<file path="src/rtl/uop_pkg.sv">
package uop_pkg;
  localparam int IW     = 16;
  localparam int OPC_W  = 6;
  localparam int AREG_W = 5;
  localparam int DATA_W = 16;
  localparam int UPC_W  = 3;
  localparam int IDX_W  = $clog2(DATA_W);
  localparam int ACT_POS = IW - OPC_W - 1;

  localparam logic [OPC_W-1:0] OPC_COPY  = 6'b000001;
  localparam logic [OPC_W-1:0] OPC_BITOP = 6'b000010;

  localparam logic [UPC_W-1:0] UPC_ILL  = 3'd0;
  localparam logic [UPC_W-1:0] UPC_COPY = 3'd1;
  localparam logic [UPC_W-1:0] UPC_BIT  = 3'd3;

  typedef enum logic { ASEL_SRC = 1'b0, ASEL_DST = 1'b1 } asel_e;
  typedef enum logic { DP_PASS = 1'b0, DP_MODIFY = 1'b1 } dpsel_e;
  typedef enum logic { ST_IDLE = 1'b0, ST_RUN = 1'b1 } state_e;

  typedef struct packed {
    logic   rd_en;
    logic   wr_en;
    asel_e  asel;
    logic   hold_ld;
    dpsel_e dp_sel;
    logic   eos;
  } uword_t;
endpackage

</file>
<file path="src/rtl/uop_rst_sync.sv">
module uop_rst_sync #(
  parameter int STAGES = 2
) (
  input  logic clk,
  input  logic rst_n,
  output logic rst_ni
);
  logic [STAGES-1:0] sync_q;

  always_ff @(posedge clk or negedge rst_n) begin
    if (!rst_n) sync_q <= '0;
    else        sync_q <= {sync_q[STAGES-2:0], 1'b1};
  end

  assign rst_ni = sync_q[STAGES-1];
endmodule

</file>
<file path="src/rtl/uop_rom.sv">
module uop_rom
  import uop_pkg::*;
#(
  parameter int OW = OPC_W,
  parameter int PW = UPC_W
) (
  input  logic [OW-1:0] opcode,
  input  logic [PW-1:0] upc,
  output logic [PW-1:0] entry_upc,
  output logic          entry_ill,
  output uword_t        uw
);
  // entry point lookup
  always_comb begin
    entry_ill = 1'b0;
    unique case (opcode)
      OPC_COPY:  entry_upc = PW'(UPC_COPY);
      OPC_BITOP: entry_upc = PW'(UPC_BIT);
      default: begin
        entry_upc = PW'(UPC_ILL);
        entry_ill = 1'b1;
      end
    endcase
  end

  // microcode words
  always_comb begin
    uw.rd_en   = 1'b0;
    uw.wr_en   = 1'b0;
    uw.asel    = ASEL_SRC;
    uw.hold_ld = 1'b0;
    uw.dp_sel  = DP_PASS;
    uw.eos     = 1'b1;
    unique case (upc)
      PW'(0): begin
        uw.eos = 1'b1;
      end
      PW'(1): begin
        uw.rd_en   = 1'b1;
        uw.asel    = ASEL_SRC;
        uw.hold_ld = 1'b1;
        uw.eos     = 1'b0;
      end
      PW'(2): begin
        uw.wr_en  = 1'b1;
        uw.asel   = ASEL_DST;
        uw.dp_sel = DP_PASS;
        uw.eos    = 1'b1;
      end
      PW'(3): begin
        uw.rd_en   = 1'b1;
        uw.asel    = ASEL_DST;
        uw.hold_ld = 1'b1;
        uw.eos     = 1'b0;
      end
      PW'(4): begin
        uw.wr_en  = 1'b1;
        uw.asel   = ASEL_DST;
        uw.dp_sel = DP_MODIFY;
        uw.eos    = 1'b1;
      end
      default: begin
        uw.eos = 1'b1;
      end
    endcase
  end
endmodule

</file>
<file path="src/rtl/uop_ctrl.sv">
module uop_ctrl
  import uop_pkg::*;
#(
  parameter int W  = IW,
  parameter int PW = UPC_W
) (
  input  logic          clk,
  input  logic          rst_ni,
  input  logic          instr_valid,
  input  logic [W-1:0]  instr_word,
  input  logic [PW-1:0] entry_upc,
  input  logic          entry_ill,
  input  uword_t        uw,
  output logic          instr_ready,
  output logic [PW-1:0] upc,
  output logic [W-1:0]  ir,
  output logic          rd_en,
  output logic          wr_en,
  output logic          hold_ld,
  output logic          done,
  output logic          illegal_op
);
  state_e        state_q, state_d;
  logic [PW-1:0] upc_q, upc_d;
  logic [W-1:0]  ir_q;
  logic          ill_q, ill_d;
  logic          accept, running;

  assign running     = (state_q == ST_RUN);
  assign instr_ready = (state_q == ST_IDLE);
  assign accept      = instr_ready & instr_valid;

  // next state
  always_comb begin
    state_d = state_q;
    upc_d   = upc_q;
    ill_d   = ill_q;
    unique case (state_q)
      ST_IDLE: begin
        if (instr_valid) begin
          state_d = ST_RUN;
          upc_d   = entry_upc;
          ill_d   = entry_ill;
        end
      end
      ST_RUN: begin
        if (uw.eos) state_d = ST_IDLE;
        else        upc_d   = upc_q + 1'b1;
      end
      default: state_d = ST_IDLE;
    endcase
  end

  // registers
  always_ff @(posedge clk or negedge rst_ni) begin
    if (!rst_ni) begin
      state_q <= ST_IDLE;
      upc_q   <= '0;
      ill_q   <= 1'b0;
    end else begin
      state_q <= state_d;
      upc_q   <= upc_d;
      ill_q   <= ill_d;
    end
  end

  always_ff @(posedge clk or negedge rst_ni) begin
    if (!rst_ni)     ir_q <= '0;
    else if (accept) ir_q <= instr_word;
  end

  assign upc        = upc_q;
  assign ir         = ir_q;
  assign rd_en      = running & uw.rd_en;
  assign wr_en      = running & uw.wr_en;
  assign hold_ld    = running & uw.hold_ld;
  assign done       = running & uw.eos;
  assign illegal_op = done & ill_q;

  AST_RW_EXCL: assert property (@(posedge clk) disable iff (!rst_ni)
    !(rd_en && wr_en));
  AST_PORT_BUSY: assert property (@(posedge clk) disable iff (!rst_ni)
    (rd_en || wr_en) |-> !instr_ready);
  AST_ACCEPT_BUSY: assert property (@(posedge clk) disable iff (!rst_ni)
    (instr_valid && instr_ready) |=> !instr_ready);
  AST_DONE_READY: assert property (@(posedge clk) disable iff (!rst_ni)
    done |=> instr_ready);
  AST_WR_AFTER_RD: assert property (@(posedge clk) disable iff (!rst_ni)
    wr_en |-> $past(rd_en));
  AST_ILL_QUIET: assert property (@(posedge clk) disable iff (!rst_ni)
    illegal_op |-> (done && !rd_en && !wr_en && $past(instr_ready)));
endmodule

</file>
<file path="src/rtl/uop_datapath.sv">
module uop_datapath
  import uop_pkg::*;
#(
  parameter int W  = IW,
  parameter int DW = DATA_W,
  parameter int AW = AREG_W
) (
  input  logic          clk,
  input  logic          rst_ni,
  input  logic [W-1:0]  ir,
  input  uword_t        uw,
  input  logic          hold_ld,
  input  logic          wr_en,
  input  logic [DW-1:0] rf_rdata,
  output logic [AW-1:0] rf_addr,
  output logic [DW-1:0] rf_wdata
);
  localparam int XW = $clog2(DW);
  localparam int AP = W - OPC_W - 1;

  logic [AW-1:0] src_f, dst_f;
  logic [XW-1:0] idx_f;
  logic          act_f;
  logic [DW-1:0] hold_q, mask, modified;

  assign src_f = ir[2*AW-1:AW];
  assign dst_f = ir[AW-1:0];
  assign idx_f = ir[AW+XW-1:AW];
  assign act_f = ir[AP];

  // one-hot bit mask
  for (genvar b = 0; b < DW; b++) begin : g_mask
    assign mask[b] = (idx_f == XW'(b));
  end

  always_ff @(posedge clk or negedge rst_ni) begin
    if (!rst_ni)      hold_q <= '0;
    else if (hold_ld) hold_q <= rf_rdata;
  end

  always_comb begin
    if (act_f) modified = hold_q | mask;
    else       modified = hold_q & ~mask;
  end

  assign rf_addr  = (uw.asel == ASEL_DST) ? dst_f : src_f;
  assign rf_wdata = (uw.dp_sel == DP_MODIFY) ? modified : hold_q;

  AST_ONE_BIT_DIFF: assert property (@(posedge clk) disable iff (!rst_ni)
    (wr_en && uw.dp_sel == DP_MODIFY) |-> ($countones(rf_wdata ^ hold_q) <= 1));
  AST_COPY_DATA: assert property (@(posedge clk) disable iff (!rst_ni)
    (wr_en && uw.dp_sel == DP_PASS) |-> (rf_wdata == $past(rf_rdata)));
endmodule

</file>
<file path="src/rtl/uop_regseq.sv">
module uop_regseq
  import uop_pkg::*;
(
  input  logic                 clk,
  input  logic                 rst_n,
  input  logic                 instr_valid,
  input  logic [IW-1:0]        instr_word,
  output logic                 instr_ready,
  output logic [AREG_W-1:0]    rf_addr,
  output logic                 rf_rd_en,
  input  logic [DATA_W-1:0]    rf_rdata,
  output logic                 rf_wr_en,
  output logic [DATA_W-1:0]    rf_wdata,
  output logic                 done,
  output logic                 illegal_op
);
  logic             rst_ni;
  logic [UPC_W-1:0] upc, entry_upc;
  logic             entry_ill;
  logic [IW-1:0]    ir;
  logic             hold_ld;
  uword_t           uw;

  uop_rst_sync #(.STAGES(2)) u_rst (
    .clk    (clk),
    .rst_n  (rst_n),
    .rst_ni (rst_ni)
  );

  uop_rom #(.OW(OPC_W), .PW(UPC_W)) u_rom (
    .opcode    (instr_word[IW-1:IW-OPC_W]),
    .upc       (upc),
    .entry_upc (entry_upc),
    .entry_ill (entry_ill),
    .uw        (uw)
  );

  uop_ctrl #(.W(IW), .PW(UPC_W)) u_ctrl (
    .clk         (clk),
    .rst_ni      (rst_ni),
    .instr_valid (instr_valid),
    .instr_word  (instr_word),
    .entry_upc   (entry_upc),
    .entry_ill   (entry_ill),
    .uw          (uw),
    .instr_ready (instr_ready),
    .upc         (upc),
    .ir          (ir),
    .rd_en       (rf_rd_en),
    .wr_en       (rf_wr_en),
    .hold_ld     (hold_ld),
    .done        (done),
    .illegal_op  (illegal_op)
  );

  uop_datapath #(.W(IW), .DW(DATA_W), .AW(AREG_W)) u_dp (
    .clk      (clk),
    .rst_ni   (rst_ni),
    .ir       (ir),
    .uw       (uw),
    .hold_ld  (hold_ld),
    .wr_en    (rf_wr_en),
    .rf_rdata (rf_rdata),
    .rf_addr  (rf_addr),
    .rf_wdata (rf_wdata)
  );
endmodule

</file>
<file path="config.mk">
export PLATFORM = sky130hd
export DESIGN_NAME = uop_regseq
export DESIGN_NICKNAME = d
export VERILOG_FILES = /design/src/rtl/uop_pkg.sv /design/src/rtl/uop_rst_sync.sv /design/src/rtl/uop_rom.sv /design/src/rtl/uop_ctrl.sv /design/src/rtl/uop_datapath.sv /design/src/rtl/uop_regseq.sv
export SDC_FILE = /design/constraint.sdc
export NUM_CORES = 1
export LEC_CHECK = 0
export BUFFER_PORTS_ARGS = -buffer_cell sky130_fd_sc_hd__buf_2
export CAP_MARGIN = 20
export CORE_AREA = 2 2 71 73
export DETAILED_ROUTE_END_ITERATION = 8
export DIE_AREA = 0 0 73 75
export PLACE_DENSITY = 0.84
export SLEW_MARGIN = 20
export SYNTH_ARGS = -nofsm -noshare
export SYNTH_HDL_FRONTEND = slang
export SYNTH_HIERARCHICAL = 1
export SYNTH_SLANG_ARGS = --single-unit
</file>
<file path="constraint.sdc">
create_clock -name clk -period 1.7 [get_ports clk]
set_input_delay 0.34 -clock clk [delete_from_list [all_inputs] [get_ports clk]]
set_output_delay 0.34 -clock clk [all_outputs]
set_load 0.02 [all_outputs]
</file>
# Word-level counts from Yosys, hierarchy flattened

Cells that the tools add are included.

Add/subtract/negate cells: 1
Equality and inequality tests: 23
Multiplexer cells: 15
Bitwise operators: 9
Reduce and logical (&&, ||, !) cells: 7

Operators with widths:

| cell                                           | count |
|---|---|
| == test 4 bit (second input constant)          | 8 |
| two-way mux 16 bit                             | 2 |
| bitwise AND 16 bit                             | 1 |
| == test 4 x 3 -> 1 bit (second input constant) | 4 |
| inverter 16 bit                                | 1 |
| OR 16 bit                                      | 1 |
| == test 4 x 2 -> 1 bit (second input constant) | 2 |
| two-way mux 1 bit                              | 7 |
| == test 3 x 2 -> 1 bit (second input constant) | 2 |
| == test 6 x 1 -> 1 bit (second input constant) | 1 |
| == test 6 x 2 -> 1 bit (second input constant) | 1 |
| two-way mux 3 bit                              | 2 |
| one-hot mux 3 bit (2 select lines)             | 1 |
| OR reduction 2 bit                             | 3 |
| bitwise AND 1 bit                              | 5 |
| two-way mux 5 bit                              | 1 |
| == test 4 x 1 -> 1 bit (second input constant) | 1 |
| logical NOT 4 bit                              | 1 |
| != test 2 bit (second input constant)          | 2 |
| one-hot mux 2 bit (2 select lines)             | 1 |
| AND reduction 2 bit                            | 2 |
| adder 3 x 1 -> 3 bit (second input constant)   | 1 |
| == test 3 x 1 -> 1 bit (second input constant) | 1 |
| == test 3 bit (second input constant)          | 1 |
| 3 further kinds                                | 3 |

Bits in registers: 33
Input bits: 35

# Logic depth before layout (Yosys ltp)

Depth in word-level cells: 5
Mapped depth: 5

# By module

Netlist, hierarchy kept.

Modules (own cells, without submodules):

| module       | times used | cells each | area an instance (um2) |
|---|---|---|---|
| uop_datapath | 1          | 82         | 999.7 |
| uop_ctrl     | 1          | 61         | 955.9 |
| uop_rom      | 1          | 15         | 106.4 |
| uop_rst_sync | 1          | 3          | 53.8 |

# Worst setup path before layout

No wires, ideal clock.

Kind: register to output
From: register u_ctrl.upc_q[0] (netlist: u_ctrl/upc[0])
To: output rf_wdata[1]
Arrival: 1.469 ns
Required time: 1.360 ns
Slack: -0.109 ns
Stages on the path, launching flop included: 5
Buffers on the path: 0
Cells stage by stage: dfrtp_1 nor3b_2 nor3b_4 nand3b_1 mux2_1

RTL lines:

| item                   | line             | RTL |
|---|---|---|
| from (decl)            | uop_ctrl.sv:24   | `logic [PW-1:0] upc_q, upc_d;` |
| from (signal assigned) | uop_ctrl.sv:62   | `upc_q <= upc_d;` |
| to (decl)              | uop_regseq.sv:13 | `output logic [DATA_W-1:0] rf_wdata,` |

==> qor.txt <==
Worst rel slew slack: 63.2%
Die H: 75 µm
Worst-path clk slew: 0.06 ns
Placed inst area: 2340 µm²
Max-cap violation count: 0
HP Class: flop to async pin
Post-layout total power: 3.01 mW
Vias/cell: 5.01
Setup-failing EPs final: 25
Synth-to-layout area growth: 40.8%
Ys Warns: 6
Core ar.: 4660 µm²
Worst-Skew Late Latency: 0.28 ns
Nets: 261
Via count: 1397
Routed WL per cell: 15.4 µm
Drt drc: 0
Outcome: complete, but fails checks
TNS Setup: -11.17 ns
CP Class: flop to output port
Data arrival, critical path: 1.94 ns
Share of cells above drive strength 1: 68.4%
Synth Cell Area: 1890 µm²
Clock root cell: clkbuf_8
PortBufs: 60
Final core occ: 57.1%
Clk sinks: 33
Antenna Nets Post-Route: 0
Final instance area: 2660 µm²
Cell row count: 25
Measured slew at the worst slew-check pin: 0.551 ns
Slew Limit Fails: 0
Fill count: 391
Violated checks: setup timing
Fin crit period: 2.28 ns
Synth Net Count: 185
Post-DP HPWL: 2960 µm
DR iter-0 viols: 41
Largest net degree at the start of global routing: 32
Final critical-path share of the clock period: 134%
Initial Utilization: 40.6%
Worst Slack Setup Final: -0.581 ns
CTS tree: done
Final hold violation count: 0
VDD IR max: 563 µV
Unrepaired setup endpoints after global routing: yes
Final WL: 4290 µm
Maximum clock frequency: 438 MHz
Top Ports: 61
Num CTS Buffers: 5
Setup Skew: 0.00162 ns
Die X: 73 µm
First-pass GRT wire length: 6670 µm
Pwr Density: 1130 nW/µm²
Critical path capture point type: output port
H-tree depth: 2
Global route overflow: 0
GRT Util Overall: 16.4%
Diodes inserted: 0
Startpoint types: flop
Req. time, crit path: 1.36 ns
TritonRoute pass-1 iters: 4
Number of global-route vias before repair: 1396
RD Place Congestion: 0.760
LEAKAGE: 1.34 nW
Mapped Avg Cell Area: 12.7 µm²
Die area: 5480 µm²
Initial antenna violation count: 0
Syn Inst Count: 149
Crit Path Max Fanout: 4
CTS max path bufs: 2
[through the flow]
stage / std cells / hold WS, ns / setup slack [ns]
finish: 279 / 0.259 / -0.581
global route: 279 / 0.281 / -0.640
detailed placement: 265 / 0.127 / -0.219
floorplan: 149 / 0.0444 / -0.0398
CTS: 277 / 0.279 / -0.506
global placement: 265 / 0.125 / -0.197
[critical path, stage by stage, from the launching register on]
cell and delay [ns]:
dfrtp_1 0.42, nor3b_4 0.28, nand3b_1 0.28, nor3_2 0.23, mux2_4 0.33, buf_6 0.13
[flip-flops by register name, summed over array words and instances, names as in the netlist]
| signal | flops |
|---|---|
| u_ctrl/running | 1 |
| u_ctrl/upc | 3 |
| u_ctrl/ir | 10 |
| u_rst/sync_q | 2 |
| u_ctrl/ill_q | 1 |
| u_dp/hold_q | 16 |
[power breakdown]
part / total [mW] / internal, mW / switching, mW
clock network: 0.583 / 0.321 / 0.262
logic: 1.34 / 0.757 / 0.579
registers: 1.09 / 0.954 / 0.134
total: 3.01 / 2.03 / 0.974
[area by class of cell]
type	count	area (µm²)	share of cell area, %
Timing Repair Buffer	79	563	21.1
Inverter	3	13.8	0.517
Multi-Input combinational cell	103	1110	41.5
Sequential cell	33	826	31.0
Clock buffer	7	86.3	3.24
Tap cell	54	67.6	2.54
[worst paths after layout]
path | startpoint | end | slack (ns) | cells after the start
min | u_rst/sync_q[1] | u_ctrl/ir[2] | 0.26 | 1
min in group clk | instr_word[9] | u_ctrl/ir[9] | 0.29 | 2
max | u_ctrl/upc[0] | rf_wdata[8] | -0.58 | 5
max in group asynchronous | u_rst/sync_q[1] | u_dp/hold_q[13] | 1.15 | 1
min reg2reg | u_rst/sync_q[1] | u_ctrl/ir[2] | 0.26 | 1
max reg2reg | u_ctrl/upc[0] | u_dp/hold_q[3] | 0.06 | 6
[layer usage]
metal  share of wire [%]  up-vias  GRT usage (%)
met5                   0        -              0
met2                  50       44           26.9
met4                 1.6        0           6.17
li1                    -      663              -
met1                  43      686           20.6
met3                 5.0        4           4.82
[cells in the final DEF, fill, tap and decap left out, drive strengths merged]
cell         instances
a21o                 1
a221oi               1
and2                 5
and3                 1
and3b                1
and4b                1
buf                 78
clkbuf               7
conb                 2
dfrtp               33
dlygate4sd3          1
ha                   1
inv                  3
mux2                48
mux2i                6
nand2                3
nand2b               3
nand3                2
nand3b               4
nor2                11
nor2b                3
nor3                 3
nor3b                2
nor4                 1
o21bai               1
xnor2                1
xor2                 2
[timing repair]
action	4_1_cts	5_1_grt
hold endpoints to repair	2	0
hold buffers	1	0
gates resized for setup	32	22
buffers inserted	5	4
setup endpoints to repair	23	25
pin swaps	4	9
No activity file was read; power rests on OpenSTA's default activity.
